## src/rtl/tap_hist_pkg.sv

```systemverilog
package tap_hist_pkg;
  // Event class derived from the number of 0/1 boundaries in a tap vector
  typedef enum logic [1:0] {
    EV_MISS = 2'd0,
    EV_OBS  = 2'd1,
    EV_LEAP = 2'd2
  } ev_class_e;

  localparam int NUM_CLASSES = 3;
endpackage

```

## src/rtl/tap_classify.sv

```systemverilog
module tap_classify
  import tap_hist_pkg::*;
#(
  parameter  int TAPS = 8,
  localparam int CW   = $clog2(TAPS) + 1
) (
  input  logic [TAPS-1:0] taps_i,
  output ev_class_e       cls_o
);
  logic [TAPS-2:0] bnd;
  logic [CW-1:0]   nbnd;

  always_comb begin
    bnd  = taps_i[TAPS-1:1] ^ taps_i[TAPS-2:0];
    nbnd = '0;
    for (int i = 0; i < TAPS - 1; i++) begin
      nbnd = nbnd + CW'(bnd[i]);
    end
    if (nbnd == '0) begin
      cls_o = EV_MISS;
    end else if (nbnd == CW'(1)) begin
      cls_o = EV_OBS;
    end else begin
      cls_o = EV_LEAP;
    end
  end
endmodule

```

## src/rtl/sat_counter.sv

```systemverilog
module sat_counter #(
  parameter int W = 32
) (
  input  logic         clk,
  input  logic         rst_n,
  input  logic         clr_i,
  input  logic         inc_i,
  output logic [W-1:0] cnt_o,
  output logic         drop_o
);
  logic [W-1:0] cnt_q, cnt_d;
  logic         full, cnt_en;

  always_comb begin
    full   = &cnt_q;
    drop_o = inc_i & full & ~clr_i;
    cnt_en = clr_i | (inc_i & ~full);
    if (clr_i) begin
      cnt_d = '0;
    end else begin
      cnt_d = cnt_q + W'(1);
    end
  end

  always_ff @(posedge clk or negedge rst_n) begin
    if (!rst_n) begin
      cnt_q <= '0;
    end else if (cnt_en) begin
      cnt_q <= cnt_d;
    end
  end

  assign cnt_o = cnt_q;
endmodule

```

## src/rtl/hist_read_mux.sv

```systemverilog
module hist_read_mux #(
  parameter int TAPS   = 8,
  parameter int BIN_W  = 32,
  parameter int CNT_W  = 32,
  parameter int RD_W   = 32,
  parameter int ADDR_W = 4
) (
  input  logic                    clk,
  input  logic                    rst_n,
  input  logic [ADDR_W-1:0]       addr_i,
  input  logic [TAPS*BIN_W-1:0]   bins_i,
  input  logic [CNT_W-1:0]        obs_i,
  input  logic [CNT_W-1:0]        miss_i,
  input  logic [CNT_W-1:0]        leap_i,
  output logic [RD_W-1:0]         data_o
);
  logic [RD_W-1:0] data_d, data_q;

  always_comb begin
    data_d = '0;
    for (int i = 0; i < TAPS; i++) begin
      if (addr_i == ADDR_W'(i)) begin
        data_d = RD_W'(bins_i[i*BIN_W +: BIN_W]);
      end
    end
    if (addr_i == ADDR_W'(TAPS)) begin
      data_d = RD_W'(obs_i);
    end
    if (addr_i == ADDR_W'(TAPS + 1)) begin
      data_d = RD_W'(miss_i);
    end
    if (addr_i == ADDR_W'(TAPS + 2)) begin
      data_d = RD_W'(leap_i);
    end
  end

  always_ff @(posedge clk or negedge rst_n) begin
    if (!rst_n) begin
      data_q <= '0;
    end else begin
      data_q <= data_d;
    end
  end

  assign data_o = data_q;
endmodule

```

## src/rtl/tap_hist_acc.sv

```systemverilog
module tap_hist_acc
  import tap_hist_pkg::*;
#(
  parameter  int TAPS   = 8,
  parameter  int BIN_W  = 32,
  parameter  int CNT_W  = 32,
  localparam int RD_W   = (BIN_W > CNT_W) ? BIN_W : CNT_W,
  localparam int ADDR_W = $clog2(TAPS + NUM_CLASSES)
) (
  input  logic              clk,
  input  logic              rst_n,
  input  logic              clr_i,
  input  logic              en_i,
  input  logic              vld_i,
  input  logic [TAPS-1:0]   taps_i,
  input  logic [ADDR_W-1:0] rd_addr_i,
  output logic [RD_W-1:0]   rd_data_o,
  output logic              sat_o
);
  logic                   acc;
  ev_class_e              cls;
  logic [TAPS*BIN_W-1:0]  bin_flat;
  logic [TAPS-1:0]        bin_drop;
  logic [CNT_W-1:0]       ev_cnt [NUM_CLASSES];
  logic [NUM_CLASSES-1:0] ev_drop;
  logic [CNT_W-1:0]       obs_cnt, miss_cnt, leap_cnt;
  logic                   sat_q, sat_d, sat_en, hit;

  always_comb begin
    acc = en_i & vld_i & ~clr_i;
  end

  tap_classify #(.TAPS(TAPS)) u_cls (
    .taps_i (taps_i),
    .cls_o  (cls)
  );

  // one saturating counter per tap
  for (genvar g = 0; g < TAPS; g++) begin : g_bin
    sat_counter #(.W(BIN_W)) u_bin (
      .clk    (clk),
      .rst_n  (rst_n),
      .clr_i  (clr_i),
      .inc_i  (acc & taps_i[g]),
      .cnt_o  (bin_flat[g*BIN_W +: BIN_W]),
      .drop_o (bin_drop[g])
    );
  end

  // one saturating counter per event class
  for (genvar k = 0; k < NUM_CLASSES; k++) begin : g_ev
    sat_counter #(.W(CNT_W)) u_ev (
      .clk    (clk),
      .rst_n  (rst_n),
      .clr_i  (clr_i),
      .inc_i  (acc && (cls == ev_class_e'(k))),
      .cnt_o  (ev_cnt[k]),
      .drop_o (ev_drop[k])
    );
  end

  always_comb begin
    obs_cnt  = ev_cnt[EV_OBS];
    miss_cnt = ev_cnt[EV_MISS];
    leap_cnt = ev_cnt[EV_LEAP];
  end

  // sticky clipped-increment flag: next state and register
  always_comb begin
    hit    = (|bin_drop) | (|ev_drop);
    sat_en = clr_i | hit;
    sat_d  = ~clr_i;
  end

  always_ff @(posedge clk or negedge rst_n) begin
    if (!rst_n) begin
      sat_q <= 1'b0;
    end else if (sat_en) begin
      sat_q <= sat_d;
    end
  end

  assign sat_o = sat_q;

  hist_read_mux #(
    .TAPS   (TAPS),
    .BIN_W  (BIN_W),
    .CNT_W  (CNT_W),
    .RD_W   (RD_W),
    .ADDR_W (ADDR_W)
  ) u_rd (
    .clk    (clk),
    .rst_n  (rst_n),
    .addr_i (rd_addr_i),
    .bins_i (bin_flat),
    .obs_i  (obs_cnt),
    .miss_i (miss_cnt),
    .leap_i (leap_cnt),
    .data_o (rd_data_o)
  );
endmodule

```

## config.mk

```make
export PLATFORM = sky130hd
export DESIGN_NAME = tap_hist_acc
export DESIGN_NICKNAME = d
export VERILOG_FILES = /design/src/rtl/tap_hist_pkg.sv /design/src/rtl/tap_classify.sv /design/src/rtl/sat_counter.sv /design/src/rtl/hist_read_mux.sv /design/src/rtl/tap_hist_acc.sv
export SDC_FILE = /design/constraint.sdc
export NUM_CORES = 1
export LEC_CHECK = 0
export ABC_CLOCK_PERIOD_IN_PS = 2600
export BUFFER_PORTS_ARGS = -buffer_cell sky130_fd_sc_hd__buf_2
export CORE_MARGIN = 10
export CORE_UTILIZATION = 55
export DETAILED_ROUTE_END_ITERATION = 7
export PLACE_DENSITY_LB_ADDON = 0.15
export SYNTH_ARGS = -nofsm -noshare
export SYNTH_HDL_FRONTEND = slang
export SYNTH_SLANG_ARGS = --single-unit
```

## constraint.sdc

```tcl
create_clock -name clk -period 2.6 [get_ports clk]
set_input_delay 0.13 -clock clk [delete_from_list [all_inputs] [get_ports clk]]
set_output_delay 0.13 -clock clk [all_outputs]
set_load 0.02 [all_outputs]
```

==> results of run 1 <==
## per-layer routing
metal | part of all wire [%] | track usage, % | vias to the layer above
li1 | - | - | 9723
met5 | 0.056 | 0 | -
met4 | 6.1 | 16.9 | 6
met2 | 44 | 48.2 | 1140
met1 | 41 | 41.9 | 10718
met3 | 8.7 | 5.08 | 253
## synthesized netlist by cell type, drive strengths merged, types with 33 or more instances
library cell,n
o21ai,135
xnor2,93
inv,42
nor3,44
and3,65
nand2,167
dfrtp,385
nand3,161
clkbuf,114
buf,33
or3,87
xor2,144
nor4,57
nor2,332
and4,44
nand4,144
a21oi,116
## worst max-delay path: cells and delay by family
kind            cells  cell delay (ns)
xor+xnor            1             0.16
simple gates        3             0.70
fa+ha+maj           5             1.84
compound gates      3             0.46
buf+inv             7             0.83
## final cells by class
type / instances / area share, %
Antenna cell: 1 / 0.00912
Clock buffer: 60 / 4.68
Clock inverter: 18 / 1.12
Inverter: 42 / 0.575
Multi-Input combinational cell: 1971 / 46.9
Sequential cell: 385 / 35.1
Tap cell: 532 / 2.43
Timing Repair Buffer: 296 / 9.17
## worst max path at each step
stage / startpoint / to / cells past startpoint
after floorplan: taps_i[0] / g_ev[1].u_ev.cnt_o[18] / 15
after global placement: taps_i[0] / g_ev[0].u_ev.cnt_o[21] / 18
after detailed placement: taps_i[0] / g_ev[0].u_ev.cnt_o[24] / 18
after CTS: taps_i[1] / g_ev[0].u_ev.cnt_o[9] / 19
after global routing: taps_i[1] / g_ev[0].u_ev.cnt_o[9] / 19
final: taps_i[1] / g_ev[1].u_ev.cnt_o[31] / 19
## power by group
part           switching [uW]  internal [uW]  total [uW]
Combinational             883            604        1490
Clock                    2660           4240        6900
Sequential               21.5           6020        6040
Total                    3560          10900       14400
## flip-flops by register name (all words and copies together), names as in the netlist
name and count:
sat_o 1, u_rd.data_o 32, g_ev.u_ev.cnt_o 96, g_bin.u_bin.cnt_o 256
## cells in the final DEF (no fill, tap or decap), types with 47 or more instances in the layout
cell     instances
dfrtp_1        385
nor2_1         330
buf_4          198
nand2_1        164
nand3_1        141
xor2_1         141
nand4_1        141
o21ai_0        120
a21oi_1         92
xnor2_1         90
or3_1           74
and3_1          64
nor4_1          47
## through the flow
step,utilization [%],hold slack [ns]
2_1_floorplan,-,-0.166
4_1_cts,66.3,0.122
3_3_place_gp,61.2,0.134
3_5_place_dp,61.2,0.145
6_report,67.5,0.117
5_1_grt,67.5,0.170
## cells by family after synthesis
family                     Yosys count  share of synthesized area (%)
and+or+nand+nor                   1226                           28.8
AOI/OAI and AO/OA                  443                           12.7
DFF                                385                           42.8
xor gates and xnor gates           237                           9.23
buffers and inverters              189                           3.36
muxes                               43                           2.01
adders and majority gates           18                           1.10
## repair_timing
item | 4_1_cts | 5_1_grt
setup buffers | 17 | 13
endpoints found under the setup margin | 97 | 98
gates resized for setup | 60 | 98
pin swaps | 30 | 33
hold endpoints to repair | 85 | 0
gates cloned | 5 | 0
hold buffers | 1 | 0
==> impl_metrics.json, run 1 <==
{
  "status": "finished with violations",
  "violations": "setup timing",
  "placed_cells": 3195,
  "hold_path.class": "primary input to asynchronous set/reset pin",
  "drc_errors": 0,
  "cts-root-buf": "clkbuf_16",
  "slew_headroom_pct": 33.9,
  "synthesis.nets": 2576,
  "rsz0062_at_grt": "true",
  "hold_viol_final": 0,
  "finClkSkew_ns": 0.0234,
  "r2r_cells": 8,
  "nNetsFinal": 2774,
  "synth_edf_count": 0,
  "n_fill_cell": 3236,
  "routedWlPerCell_um": 24.4,
  "ir_worst_vdd_v": 0.000587,
  "reg2reg_from": "g_ev[2].u_ev.cnt_o[10]",
  "cp.arrival_ns": 4.12,
  "regArea_um2": 9630,
  "final_cells": 3305,
  "worst_pin_slew_ns": 0.991,
  "fin_ws_ns": -1.02,
  "slowest_delay_ns": 0.49,
  "crit_slowest_cell": "fa_1",
  "critPathMaxFanout": 8,
  "fmax_mhz": 277,
  "post-place-ws_ns": -1.77,
  "cp.required_ns": 3.11,
  "cts_tree": "built",
  "crit_chain": "buf_8 > xor2_2 > ha_1 > inv_2 > fa_1 > fa_1 > inv_1 > ha_2 > inv_2 > fa_1 > and4bb_1 > a32oi_4 > buf_6 > a311oi_2 > buf_4 > nand4_1 > buf_6 > or3_4 > a21oi_2",
  "final_cell_area_um2": 27400,
  "grt_pass1_wl_um": 123000,
  "drv_cap": 0,
  "grt_max_degree": 92,
  "cts-htree-levels": 2,
  "postRouteWirelength_um": 80800,
  "cts.sinks": 385,
  "powerDensity_nw_per_um2": 526,
  "cts.path.max_buffers": 3,
  "die_w_um": 222,
  "gp_congestion": 0.987,
  "syn_to_final_growth_pct": 21.9,
  "synth_top_area_cell": "dfrtp_1",
  "finalMaxSlewViolations": 0,
  "syn_area_um2": 22500,
  "clk_latency_ns": 0.59,
  "synth.avg_cell_area_um2": 8.85,
  "numPortBuffers": 49,
  "antenna_found_initial": 4,
  "fin_crit_ns": 3.62,
  "first_iter_violations": 2784,
  "yosys_warnings": 0,
  "cpMostUsedCell": "fa_1",
  "core_um2": 40600,
  "rrSetupSlack_ns": -0.22,
  "multiInputGateArea_um2": 12900,
  "path_clk_slew_ns": 0.06,
  "start_util_pct": 55.3,
  "ant_nets": 0,
  "yosysTopAreaCellShare_pct": 42.8,
  "cellLeakagePower_uw": 0.0112,
  "gr-usage-all-layers_pct": 31.4,
  "grt_pass1_vias": 20544,
  "timing.rr.end": "g_ev[2].u_ev.cnt_o[15]",
  "path_class": "primary input to flop",
  "viasPerCell": 6.61,
  "fin_tns_setup_ns": -81.98,
  "drt-pass1-iter-count": 7,
  "drive_above_1_share_pct": 18.5,
  "place_area_um2": 24900,
  "async_reset_ff_share_pct": 100,
  "vias": 21840,
  "timing.final.crit_share_pct": 139,
  "io_pins": 50,
  "total_power_uw": 14400,
  "die_y_um": 222,
  "setup_viol": 97,
  "crit_path_end_kind": "flop",
  "ys_seq_area_share_pct": 42.8,
  "ys_ff_latch": 385,
  "startpoint_type": "primary input",
  "grt.overflow.total": 0,
  "yosys-top-cells-area": "dfrtp_1, xor2_1, nor2_1",
  "ys_types": 75,
  "die_area_um2": 49400,
  "dp_hpwl_um": 59400,
  "cts_buffers": 43,
  "synth_top_flop_cell": "dfrtp_1",
  "synth_cells": 2541,
  "rows": 74
}
Note: power is estimated with default switching activity, not from simulation.
==> run 2, diff against run 1 <==
- ABC_CLOCK_PERIOD_IN_PS: 2600 -> 4100
- clock period: 2.6 -> 4.1 ns (I/O delays scaled with it)
==> impl_metrics.json, run 2 (synthesis gave the netlist of run 1 again) <==
{
  "cellLeakagePower_uw": 0.0100,
  "gr-usage-all-layers_pct": 30.7,
  "layout_common_cells": "dfrtp_1, nor2_1, nand2_1, nand3_1, xor2_1",
  "total_power_uw": 8720,
  "min_path_cells": 2,
  "fmax_mhz": 263,
  "rrSetupSlack_ns": 1.10,
  "fin_ws_ns": 0.296,
  "cp.arrival_ns": 4.30,
  "fin_crit_ns": 3.80,
  "gp_congestion": 1.05,
  "timing.final.crit_share_pct": 92.8,
  "slew_headroom_pct": 35.4,
  "layout_commonest_cell": "dfrtp_1",
  "violations": "DRC",
  "crit_chain": "buf_2 > xor2_1 > ha_1 > inv_1 > fa_1 > fa_1 > inv_1 > ha_1 > inv_1 > fa_1 > and4bb_1 > a32oi_2 > buf_4 > nor3_2 > buf_4 > nand3_1 > buf_4 > or4_1 > a21oi_1",
  "dp_hpwl_um": 57500,
  "r2r_cells": 6,
  "rsz0062_at_grt": "false",
  "timing.rr.end": "g_bin[0].u_bin.cnt_o[25]",
  "routedWlPerCell_um": 25.1,
  "critPathMaxFanout": 7,
  "cts_buffers": 44,
  "path_clk_slew_ns": 0.06,
  "grt_pass1_vias": 19363,
  "crit_slowest_cell": "fa_1",
  "clk_latency_ns": 0.59,
  "reg2reg_from": "g_bin[0].u_bin.cnt_o[8]",
  "hold_viol_final": 0,
  "viasPerCell": 6.79,
  "post-place-ws_ns": -0.415,
  "syn_to_final_growth_pct": 11.2,
  "slowest_delay_ns": 0.51,
  "drive_above_1_share_pct": 9.44,
  "place_area_um2": 23500,
  "drv_cap": 0,
  "cts-htree-levels": 2,
  "postRouteWirelength_um": 78400,
  "ant_nets": 0,
  "cp.required_ns": 4.60,
  "largest_reg_flops": 256,
  "final_cell_area_um2": 25000,
  "ir_worst_vdd_v": 0.000317,
  "powerDensity_nw_per_um2": 348,
  "grt_max_degree": 196,
  "placed_cells": 3049,
  "numPortBuffers": 49,
  "io_pins": 50,
  "whs_endpoint": "g_bin[7].u_bin.cnt_o[7]",
  "die_y_um": 222,
  "grt.overflow.total": 0,
  "vias": 21253,
  "worst_pin_slew_ns": 0.969,
  "nNetsFinal": 2599,
  "antenna_found_initial": 1,
  "core_um2": 40600,
  "post_cts_buffers": 0,
  "cts_tree": "built",
  "cts.path.max_buffers": 3,
  "crit_path_end_kind": "flop",
  "cts.sinks": 385,
  "drc_errors": 3,
  "n_fill_cell": 3559,
  "finalMaxSlewViolations": 0,
  "num_antenna_cells": 0,
  "setup_viol": 0,
  "rows": 74,
  "start_util_pct": 55.3,
  "multiInputGateArea_um2": 12200,
  "hold_path.class": "primary input to flop",
  "finClkSkew_ns": 0.0115,
  "die_area_um2": 49400,
  "startpoint_type": "primary input",
  "path_class": "primary input to flop",
  "worstHoldStart": "clr_i",
  "die_w_um": 222,
  "drt-pass1-iter-count": 8,
  "cts-root-buf": "clkbuf_16",
  "final_cells": 3128,
  "regArea_um2": 9630,
  "first_iter_violations": 2900,
  "grt_pass1_wl_um": 120000,
  "status": "finished with violations"
}
run 2: area by class of cell:
cell class                 count  area share, %
clock inverter                21           1.09
tap                          532           2.66
inverter                      42          0.630
clock buffer                  57           4.96
multi-input combinational   1967           48.6
sequential                   385           38.5
timing repair buffer         124           3.52
run 2: worst max-delay path, delay by kind of cell:
kind | cells | cell delay, ns
xor gates and xnor gates | 1 | 0.16
adders and majority gates | 5 | 1.92
buffers and inverters | 7 | 0.87
and+or+nand+nor | 4 | 0.89
AOI/OAI and AO/OA | 2 | 0.25
run 2: through the flow:
stage               util [%]  setup TNS [ns]  hold slack, ns
floorplan                  -         -0.0106         -0.0906
global placement        57.8           -8.07           0.226
detailed placement      57.8          -13.83           0.231
CTS                     61.5               0          0.0425
global route            61.6               0          0.0844
finish                  61.6               0          0.0381
run 2: per-layer routing:
metal | share of wire, % | up-vias | GRT usage [%]
met3 | 10 | 167 | 5.17
met2 | 44 | 1138 | 45.2
met5 | 0.017 | - | 0
li1 | - | 9363 | -
met4 | 3.9 | 2 | 12.0
met1 | 42 | 10583 | 44.2
run 2: power breakdown:
| group | switching [uW] | leakage (uW) | total, uW | internal [uW] |
|---|---|---|---|---|
| registers | 14.3 | 0.00537 | 3830 | 3820 |
| clock network | 1700 | 0.000757 | 4220 | 2510 |
| logic | 464 | 0.00393 | 670 | 207 |
run 2: worst max-delay path by stage:
stage	startpoint	end	slack, ns
after CTS	taps_i[2]	g_ev[0].u_ev.cnt_o[19]	0.13
after floorplan	taps_i[0]	g_ev[2].u_ev.cnt_o[28]	-0.004
after detailed placement	taps_i[2]	g_ev[0].u_ev.cnt_o[24]	-0.41
final	taps_i[0]	g_ev[0].u_ev.cnt_o[13]	0.30
after global placement	taps_i[0]	g_ev[0].u_ev.cnt_o[31]	-0.28
after global routing	taps_i[2]	g_ev[0].u_ev.cnt_o[24]	0.14
run 2: repair_timing:
item	4_1_cts	5_1_grt
hold buffers	1	0
endpoints found under the hold margin	77	0
endpoints found under the setup margin	0	2
gates resized for setup	0	2
